<file path="config.mk">
export PLATFORM = sky130hd
export DESIGN_NAME = serial_crc_unit
export DESIGN_NICKNAME = d
export VERILOG_FILES = /design/src/rtl/crc_unit_pkg.sv /design/src/rtl/crc_poly_cfg.sv /design/src/rtl/crc_lfsr.sv /design/src/rtl/crc_match_flag.sv /design/src/rtl/serial_crc_unit.sv
export SDC_FILE = /design/constraint.sdc
export NUM_CORES = 1
export LEC_CHECK = 0
export ABC_AREA = 1
export ABC_CLOCK_PERIOD_IN_PS = 1300
export BUFFER_PORTS_ARGS = -buffer_cell sky130_fd_sc_hd__buf_2
export CORE_AREA = 2 2 55 57
export CTS_CLUSTER_DIAMETER = 80
export CTS_CLUSTER_SIZE = 16
export DETAILED_ROUTE_END_ITERATION = 16
export DIE_AREA = 0 0 57 59
export PLACE_DENSITY = 0.56
export SLEW_MARGIN = 30
export SYNTH_ARGS = -nofsm -noshare
export SYNTH_HDL_FRONTEND = slang
export SYNTH_SLANG_ARGS = --single-unit
</file>
<file path="constraint.sdc">
create_clock -name clk -period 1.3 [get_ports clk]
set_input_delay 0.13 -clock clk [delete_from_list [all_inputs] [get_ports clk]]
set_output_delay 0.13 -clock clk [all_outputs]
set_load 0.01 [all_outputs]
</file>
<file path="src/rtl/crc_unit_pkg.sv">
package crc_unit_pkg;

    // Register width fits the larger generator.
    localparam int CRC_W = 16;

    // Generator degrees and tap patterns (the x^n term is implied).
    localparam int              WIDE_DEG    = 16;
    localparam logic [CRC_W-1:0] WIDE_TAPS   = 16'h8005;
    localparam int              NARROW_DEG  = 5;
    localparam logic [CRC_W-1:0] NARROW_TAPS = 16'h0005;

    typedef enum logic {
        POLY_WIDE   = 1'b0,
        POLY_NARROW = 1'b1
    } poly_e;

endpackage

</file>
<file path="src/rtl/crc_poly_cfg.sv">
module crc_poly_cfg #(
    parameter int           W           = crc_unit_pkg::CRC_W,
    parameter int           WIDE_DEG    = crc_unit_pkg::WIDE_DEG,
    parameter int           NARROW_DEG  = crc_unit_pkg::NARROW_DEG,
    parameter logic [W-1:0] WIDE_TAPS   = crc_unit_pkg::WIDE_TAPS,
    parameter logic [W-1:0] NARROW_TAPS = crc_unit_pkg::NARROW_TAPS
) (
    input  logic         poly_sel,
    output logic [W-1:0] taps,
    output logic [W-1:0] width_mask,
    output logic [W-1:0] top_onehot
);
    import crc_unit_pkg::*;

    logic [W-1:0] wide_mask;
    logic [W-1:0] narrow_mask;
    logic [W-1:0] wide_top;
    logic [W-1:0] narrow_top;

    // Per-bit masks and top-bit selectors derived from the degrees.
    for (genvar i = 0; i < W; i++) begin : g_bit
        assign wide_mask[i]   = (i < WIDE_DEG);
        assign narrow_mask[i] = (i < NARROW_DEG);
        assign wide_top[i]    = (i == WIDE_DEG - 1);
        assign narrow_top[i]  = (i == NARROW_DEG - 1);
    end

    always_comb begin
        if (poly_e'(poly_sel) == POLY_NARROW) begin
            taps       = NARROW_TAPS & narrow_mask;
            width_mask = narrow_mask;
            top_onehot = narrow_top;
        end else begin
            taps       = WIDE_TAPS & wide_mask;
            width_mask = wide_mask;
            top_onehot = wide_top;
        end
    end

endmodule

</file>
<file path="src/rtl/crc_lfsr.sv">
module crc_lfsr #(
    parameter int W = crc_unit_pkg::CRC_W
) (
    input  logic         clk,
    input  logic         rst_n,
    input  logic         clr,
    input  logic         en,
    input  logic         bit_in,
    input  logic [W-1:0] taps,
    input  logic [W-1:0] width_mask,
    input  logic [W-1:0] top_onehot,
    output logic [W-1:0] rem,
    output logic [W-1:0] rem_next
);
    typedef struct packed {
        logic [W-1:0] rem;
    } lfsr_state_t;

    lfsr_state_t state_d, state_q;
    logic        fb;
    logic [W-1:0] stepped;

    always_comb begin
        // The top bit of the active width, XORed with the incoming bit,
        // decides whether the generator is subtracted.
        fb      = bit_in ^ (|(state_q.rem & top_onehot));
        stepped = ((state_q.rem << 1) ^ (fb ? taps : '0)) & width_mask;
        state_d = state_q;
        if (clr) begin
            state_d.rem = '0;
        end else if (en) begin
            state_d.rem = stepped;
        end
    end

    always_ff @(posedge clk or negedge rst_n) begin
        if (!rst_n) begin
            state_q <= '0;
        end else begin
            state_q <= state_d;
        end
    end

    assign rem      = state_q.rem;
    assign rem_next = state_d.rem;

endmodule

</file>
<file path="src/rtl/crc_match_flag.sv">
module crc_match_flag #(
    parameter int W = crc_unit_pkg::CRC_W
) (
    input  logic         clk,
    input  logic         rst_n,
    input  logic         clr,
    input  logic         en,
    input  logic         check_mode,
    input  logic [W-1:0] rem_next,
    output logic         match
);
    typedef struct packed {
        logic match;
    } flag_state_t;

    flag_state_t state_d, state_q;

    always_comb begin
        state_d = state_q;
        if (clr) begin
            state_d.match = 1'b0;
        end else if (en) begin
            state_d.match = check_mode && (rem_next == '0);
        end
    end

    always_ff @(posedge clk or negedge rst_n) begin
        if (!rst_n) begin
            state_q <= '0;
        end else begin
            state_q <= state_d;
        end
    end

    assign match = state_q.match;

endmodule

</file>
<file path="src/rtl/serial_crc_unit.sv">
module serial_crc_unit #(
    parameter int           W           = crc_unit_pkg::CRC_W,
    parameter int           WIDE_DEG    = crc_unit_pkg::WIDE_DEG,
    parameter int           NARROW_DEG  = crc_unit_pkg::NARROW_DEG,
    parameter logic [W-1:0] WIDE_TAPS   = crc_unit_pkg::WIDE_TAPS,
    parameter logic [W-1:0] NARROW_TAPS = crc_unit_pkg::NARROW_TAPS
) (
    input  logic         clk,
    input  logic         rst_n,
    input  logic         clr,
    input  logic         en,
    input  logic         bit_in,
    input  logic         poly_sel,
    input  logic         check_mode,
    output logic [W-1:0] remainder,
    output logic         match
);
    logic [W-1:0] taps;
    logic [W-1:0] width_mask;
    logic [W-1:0] top_onehot;
    logic [W-1:0] rem_next;

    crc_poly_cfg #(
        .W          (W),
        .WIDE_DEG   (WIDE_DEG),
        .NARROW_DEG (NARROW_DEG),
        .WIDE_TAPS  (WIDE_TAPS),
        .NARROW_TAPS(NARROW_TAPS)
    ) cfg_i (
        .poly_sel  (poly_sel),
        .taps      (taps),
        .width_mask(width_mask),
        .top_onehot(top_onehot)
    );

    crc_lfsr #(.W(W)) lfsr_i (
        .clk       (clk),
        .rst_n     (rst_n),
        .clr       (clr),
        .en        (en),
        .bit_in    (bit_in),
        .taps      (taps),
        .width_mask(width_mask),
        .top_onehot(top_onehot),
        .rem       (remainder),
        .rem_next  (rem_next)
    );

    crc_match_flag #(.W(W)) flag_i (
        .clk       (clk),
        .rst_n     (rst_n),
        .clr       (clr),
        .en        (en),
        .check_mode(check_mode),
        .rem_next  (rem_next),
        .match     (match)
    );

endmodule

</file>
==> run metrics, run 1 <==
layout cells sized above 1 26.9%; WHS Endpoint lfsr_i.rem[13]$_DFF_PN0_; pre-CTS WS -19.2 ps; CP Cell Sequence or2_1, nand3_2, nand2_1, nor2_1, nand3_1, nor2_1, nand3_1, a21oi_2; syn_area_per_cell 6.96 µm²; worst setup margin -28.0 ps; initial antenna violation count 0; pwr/cell area 854 nW/µm²; Num CTS Buffers 3; P&R area growth vs syn 29.5%; Ports 24; status finished with violations; drt via density 4.53; GRT overflow 0; Critical R2R Launch lfsr_i.rem[4]$_DFF_PN0_; Critical Path Fanout Max 4; drt initial violations 36; Synth Warn # 0; Cells after DPL 193; DR pass1 iterations 4; setup tns final -28.0 ps; worst hold-check path type in2reg; die area 3360 µm²; crit-path max cell delay 430 ps; Total Routing Usage GR 14.0%; kind of critical path reg2reg; die width 57 µm; final hold vios 0; clock root buffer clkbuf_4; Final Util 44.6%; failing checks setup timing; # DRC 0; CTS tree built; worst path arrival time 1550 ps; final worst path period need 1330 ps; final wirelength 2140 µm; Worst slew margin 67.2%; hold_sp clr; # nets final 175; WL/cell 10.8 µm; worst slew pin tran 492 ps; Tcrit/Tclk final 102%; Area contributors post-synth dfrtp_1 46%, nand2_1 22%, nand3_1 11%; Port Buf Inserts 23; CTS clock-pin slew for the worst setup and hold paths 100 ps; gpl congestion 0.793; clock sinks 17; Core Region 2710 µm²; Tot Pwr 1.03 mW; commonest cells after routing, fill and taps aside 49 x nand2_1, 24 x inv_1, 23 x buf_2; CP endpoint kind flip-flop; Synth top area share 45.6%; synth unique cells 14; hold path depth 3; die height 59 µm; dpl hpwl 1650 µm; clk_skew 2.81 ps; fillers 297; most common cell after layout, fill and taps aside nand2_1; latest clock arrival within the worst-skew pair 280 ps; setup slack, reg-to-reg -30 ps; Yosys top cell by area dfrtp_1; Rows 19; ANT cells 0; first-pass GRT wire length 3640 µm; post-synthesis register bit count 17; Mapped Cells 134; Reg2Reg Depth 8; Slew Viols, Final 0; Fmax 753 MHz; Crit path required time 1520 ps; CTS Buffer Depth 2; vias in the first global route 807; H-tree levels 1; Slowest cell on crit path dfrtp_1; final cell count without fillers 198; ANT nets after route 0; final setup violating endpoints 1; register area share after synthesis 45.6%; max_cap viols 0; LEAKAGE 0.815 nW; CP Launch Type flip-flop; Syn Nets 141; Post-Syn Area 932 µm²; Initial Utilization 34.4%; RR Endpoint flag_i.match$_DFFE_PN0P_; via count 896; unrepaired setup endpoints after global routing true; largest net degree at the start of global routing 18; maximum VDD drop 0.558 mV; setup bufs post-CTS 0
## power breakdown
part	switching (mW)	internal, mW
combinational	0.113	0.0827
sequential	0.0115	0.545
clock	0.164	0.114
## worst max-delay path, delay by kind of cell (launching register included)
| kind | cells | cell delay [ps] |
|---|---|---|
| AND/OR/NAND/NOR | 7 | 720 |
| AO/OA/AOI/OAI | 1 | 120 |
| flip-flops | 1 | 430 |
## routing by layer
metal	share of wire [%]	GRT usage [%]	up-vias
met1	46	19.2	408
met3	4.9	1.97	2
met2	48	22.5	15
met4	0.65	5.98	0
li1	-	-	471
met5	0	0	-
## kinds of logic after synthesis
logic type	after synthesis	synth area share, %
flops	17	45.6
simple gates	82	36.2
compound gates	6	3.62
buf+inv	29	14.5
## cells in the mapped netlist
| library cell | n |
|---|---|
| nand2_1 | 54 |
| inv_1 | 24 |
| nand3_1 | 20 |
| dfrtp_1 | 17 |
| nor2_1 | 6 |
| a21oi_1 | 3 |
| buf_6 | 3 |
| a21oi_2 | 1 |
| buf_2 | 1 |
| inv_4 | 1 |
| nand2_2 | 1 |
| o21ai_0 | 1 |
| o21ai_1 | 1 |
| or2_1 | 1 |
## flip-flops by register name (all words and copies together) (netlist names)
| signal | count |
|---|---|
| flag_i.match | 1 |
| lfsr_i.rem | 16 |
## what timing repair did
| action | CTS | global route |
|---|---|---|
| endpoints found under the hold margin | 17 | 0 |
| gates resized for setup | 2 | 4 |
| cloned | 0 | 0 |
| setup endpoints to repair | 1 | 3 |
| pin swaps | 1 | 1 |
| hold buffers | 1 | 0 |
## metrics by stage
stage | cell area (µm²) | hold slack, ps
after global routing | 1210 | 122
after detailed placement | 1150 | 77.9
final | 1210 | 104
after global placement | 1150 | 78.5
after floorplan | 932 | -166
after CTS | 1200 | 96.7
## how the worst max path moves through the flow
stage / depth (start not counted) / endpoint / slack (ps) / from
after global routing: 8 / flag_i.match$_DFFE_PN0P_ / -170 / lfsr_i.rem[4]$_DFF_PN0_
final: 8 / flag_i.match$_DFFE_PN0P_ / -30 / lfsr_i.rem[4]$_DFF_PN0_
after CTS: 8 / flag_i.match$_DFFE_PN0P_ / -20 / lfsr_i.rem[4]$_DFF_PN0_
after detailed placement: 10 / flag_i.match$_DFFE_PN0P_ / -20 / lfsr_i.rem[4]$_DFF_PN0_
after floorplan: 8 / flag_i.match$_DFFE_PN0P_ / 60 / lfsr_i.rem[4]$_DFF_PN0_
after global placement: 10 / flag_i.match$_DFFE_PN0P_ / 30 / lfsr_i.rem[4]$_DFF_PN0_
## cell type report
class / instances / area, µm² / area share (%)
Timing Repair Buffer: 33 / 230 / 19.1
Multi-Input combinational cell: 88 / 389 / 32.2
Tap cell: 31 / 38.8 / 3.21
Inverter: 25 / 96.3 / 7.98
Clock inverter: 1 / 5.00 / 0.415
Sequential cell: 17 / 425 / 35.2
Clock buffer: 3 / 22.5 / 1.87
No activity file was read; power rests on OpenSTA's default activity.
==> run 2: changes to the inputs <==
--- a/config.mk
+++ b/config.mk
@@ -7,13 +7,13 @@
 export LEC_CHECK = 0
 export ABC_AREA = 1
 export ABC_CLOCK_PERIOD_IN_PS = 1300
-export BUFFER_PORTS_ARGS = -buffer_cell sky130_fd_sc_hd__buf_2
+export BUFFER_PORTS_ARGS = -buffer_cell sky130_fd_sc_hd__buf_4
 export CORE_AREA = 2 2 55 57
 export CTS_CLUSTER_DIAMETER = 80
 export CTS_CLUSTER_SIZE = 16
 export DETAILED_ROUTE_END_ITERATION = 16
 export DIE_AREA = 0 0 57 59
-export PLACE_DENSITY = 0.56
+export PLACE_DENSITY = 0.6
 export SLEW_MARGIN = 30
 export SYNTH_ARGS = -nofsm -noshare
 export SYNTH_HDL_FRONTEND = slang
==> run 2 against run 1 <==
  * The run still ends with setup timing left
  * Sequential share of layout area fell by 1.7 points
  * Total power increased by 2.0%
  * Via count rose by 4.0%
  * Final area is 5.2% higher
  * Hold slack better by 8.9 ps
  * First-iteration DRC count shrank 22%
  * Critical path depth rose by 2
  * Combinational power increased by 5%
  * Wire length increased by 4.9%
  * Clock power is 4% higher
  * Non-clock buffer count increased by 4
  * Critical endpoint unchanged
==> run metrics, run 2 (synthesized netlist as in run 1, its figures left out) <==
failing checks setup timing (unchanged); first-pass GRT wire length 3790 µm (was 3640 µm); final wirelength 2250 µm (was 2140 µm); Largest register FFs 16 (unchanged); met3 Use GR 1.75% (was 1.97%); hold_ws 113 ps (was 104 ps); Fmax 757 MHz (was 753 MHz); CP Launch Point lfsr_i.rem[4]$_DFF_PN0_ (unchanged); clock sinks 17 (unchanged); drt initial violations 28 (was 36); worst slew pin tran 467 ps (was 492 ps); DR pass1 iterations 4 (unchanged); GRT overflow 0 (unchanged); met1 Use GR 18.0% (was 19.2%); Initial Utilization 34.4% (unchanged); # nets final 179 (was 175); Critical R2R Launch lfsr_i.rem[4]$_DFF_PN0_ (unchanged); Rows 19 (unchanged); ANT cells 0 (unchanged); max_cap viols 0 (unchanged); largest net degree at the start of global routing 18 (unchanged); CP Launch Type flip-flop (unchanged); dpl hpwl 1700 µm (was 1650 µm); final setup violating endpoints 1 (unchanged); die area 3360 µm² (unchanged); Register Area 425 µm² (unchanged); ANT nets after route 0 (unchanged); P&R area growth vs syn 36.2% (was 29.5%); Crit path required time 1540 ps (was 1520 ps); kind of critical path reg2reg (unchanged); Total Routing Usage GR 14.7% (was 14.0%); maximum VDD drop 0.551 mV (was 0.558 mV); layout cells sized above 1 26.9% (about the same); CP endpoint kind flip-flop (unchanged); Num CTS Buffers 3 (unchanged); met2 Track Usage GR 25.3% (was 22.5%); commonest cells after routing, fill and taps aside 52 x nand2_1, 34 x buf_4, 24 x inv_1 (was 49 x nand2_1, 24 x inv_1, 23 x buf_2); via count 932 (was 896); Core Region 2710 µm² (unchanged); LEAKAGE 0.834 nW (was 0.815 nW); CTS Buffer Depth 2 (unchanged); global routing's busiest layer met2 (unchanged); die height 59 µm (unchanged); pwr/cell area 827 nW/µm² (was 854 nW/µm²); worst hold-check path type in2reg (unchanged); gpl congestion 0.776 (was 0.793); Ports 24 (unchanged); H-tree levels 1 (unchanged); setup slack, reg-to-reg -20 ps (was -30 ps); WL/cell 11.1 µm (was 10.8 µm); latest clock arrival within the worst-skew pair 300 ps (was 280 ps); RR Endpoint flag_i.match$_DFFE_PN0P_ (unchanged); CTS clock-pin slew for the worst setup and hold paths 110 ps (was 100 ps); Port Buf Inserts 23 (unchanged); Worst slew margin 68.9% (was 67.2%); Tot Pwr 1.05 mW (was 1.03 mW); vias in the first global route 912 (was 807); # DRC 0 (unchanged); status finished with violations (unchanged); worst setup margin -21.4 ps (was -28.0 ps); final worst path period need 1320 ps (was 1330 ps); CTS tree built (unchanged); fillers 297 (unchanged); initial antenna violation count 0 (unchanged); final hold vios 0 (unchanged); clk_skew 13.3 ps (was 2.81 ps); area of the multi-input gates 387 µm² (was 389 µm²); worst path arrival time 1560 ps (was 1550 ps); Reg2Reg Depth 10 (was 8); clock root buffer clkbuf_4 (unchanged); unrepaired setup endpoints after global routing true (unchanged); Slew Viols, Final 0 (unchanged); drt via density 4.61 (was 4.53); Worst Setup EP flag_i.match$_DFFE_PN0P_ (unchanged); Final Util 46.9% (was 44.6%); most common cell after layout, fill and taps aside nand2_1 (unchanged); Critical Path Fanout Max 3 (was 4); Tcrit/Tclk final 102% (about the same); die width 57 µm (unchanged)
[run 2: area by class of cell]
cell class	instances	area share, %
Inverter	25	7.59
Multi-Input combinational cell	88	30.4
Sequential cell	17	33.5
Timing Repair Buffer	37	23.3
Tap cell	31	3.05
Clock buffer	3	1.77
Clock inverter	1	0.394
[run 2: worst min-delay path by stage]
stage	end	cells past startpoint	from	slack (ps)
final	lfsr_i.rem[2]$_DFF_PN0_	4	clr	110
after global routing	lfsr_i.rem[2]$_DFF_PN0_	4	clr	130
after CTS	lfsr_i.rem[2]$_DFF_PN0_	4	clr	100
after detailed placement	lfsr_i.rem[6]$_DFF_PN0_	1	rst_n	10
after global placement	lfsr_i.rem[9]$_DFF_PN0_	1	rst_n	5
after floorplan	flag_i.match$_DFFE_PN0P_	0	rst_n	-170
[run 2: stage by stage]
step | setup slack [ps] | cells | cell area (µm²) | TNS [ps]
after floorplan | 60.1 | 134 | 932 | 0
after global placement | -19.4 | 194 | 1190 | -19.4
after detailed placement | -22.7 | 194 | 1190 | -22.7
after CTS | -8.72 | 201 | 1250 | -8.72
after global routing | -180 | 202 | 1270 | -180
final | -21.4 | 202 | 1270 | -21.4
[run 2: repair_timing]
action,4_1_cts,5_1_grt
hold buffers,2,0
pin swaps,1,1
resized for setup,1,3
buffers inserted,1,1
setup endpoints to repair,1,3
endpoints found under the hold margin,19,0
[run 2: worst max-delay path, stage by stage (launching register included)]
cell	delay, ps
dfrtp_1	420
buf_4	150
nand2_1	50
nand2_1	40
nand2_1	60
nand2_1	50
nor2_1	110
nand2_1	60
nor2_1	100
nand3_1	80
a21oi_2	120
[run 2: metal layers]
| metal | up-vias | part of all wire, % |
|---|---|---|
| met4 | 0 | 1.6 |
| met3 | 4 | 2.8 |
| li1 | 482 | - |
| met1 | 434 | 46 |
| met2 | 12 | 50 |
| met5 | - | 0 |
[run 2: report_power, final]
group          internal [mW]  switching (mW)  leakage [nW]  total, mW
registers              0.545          0.0106         0.232      0.556
clock network          0.114           0.175        0.0177      0.290
logic                 0.0923           0.113         0.585      0.206
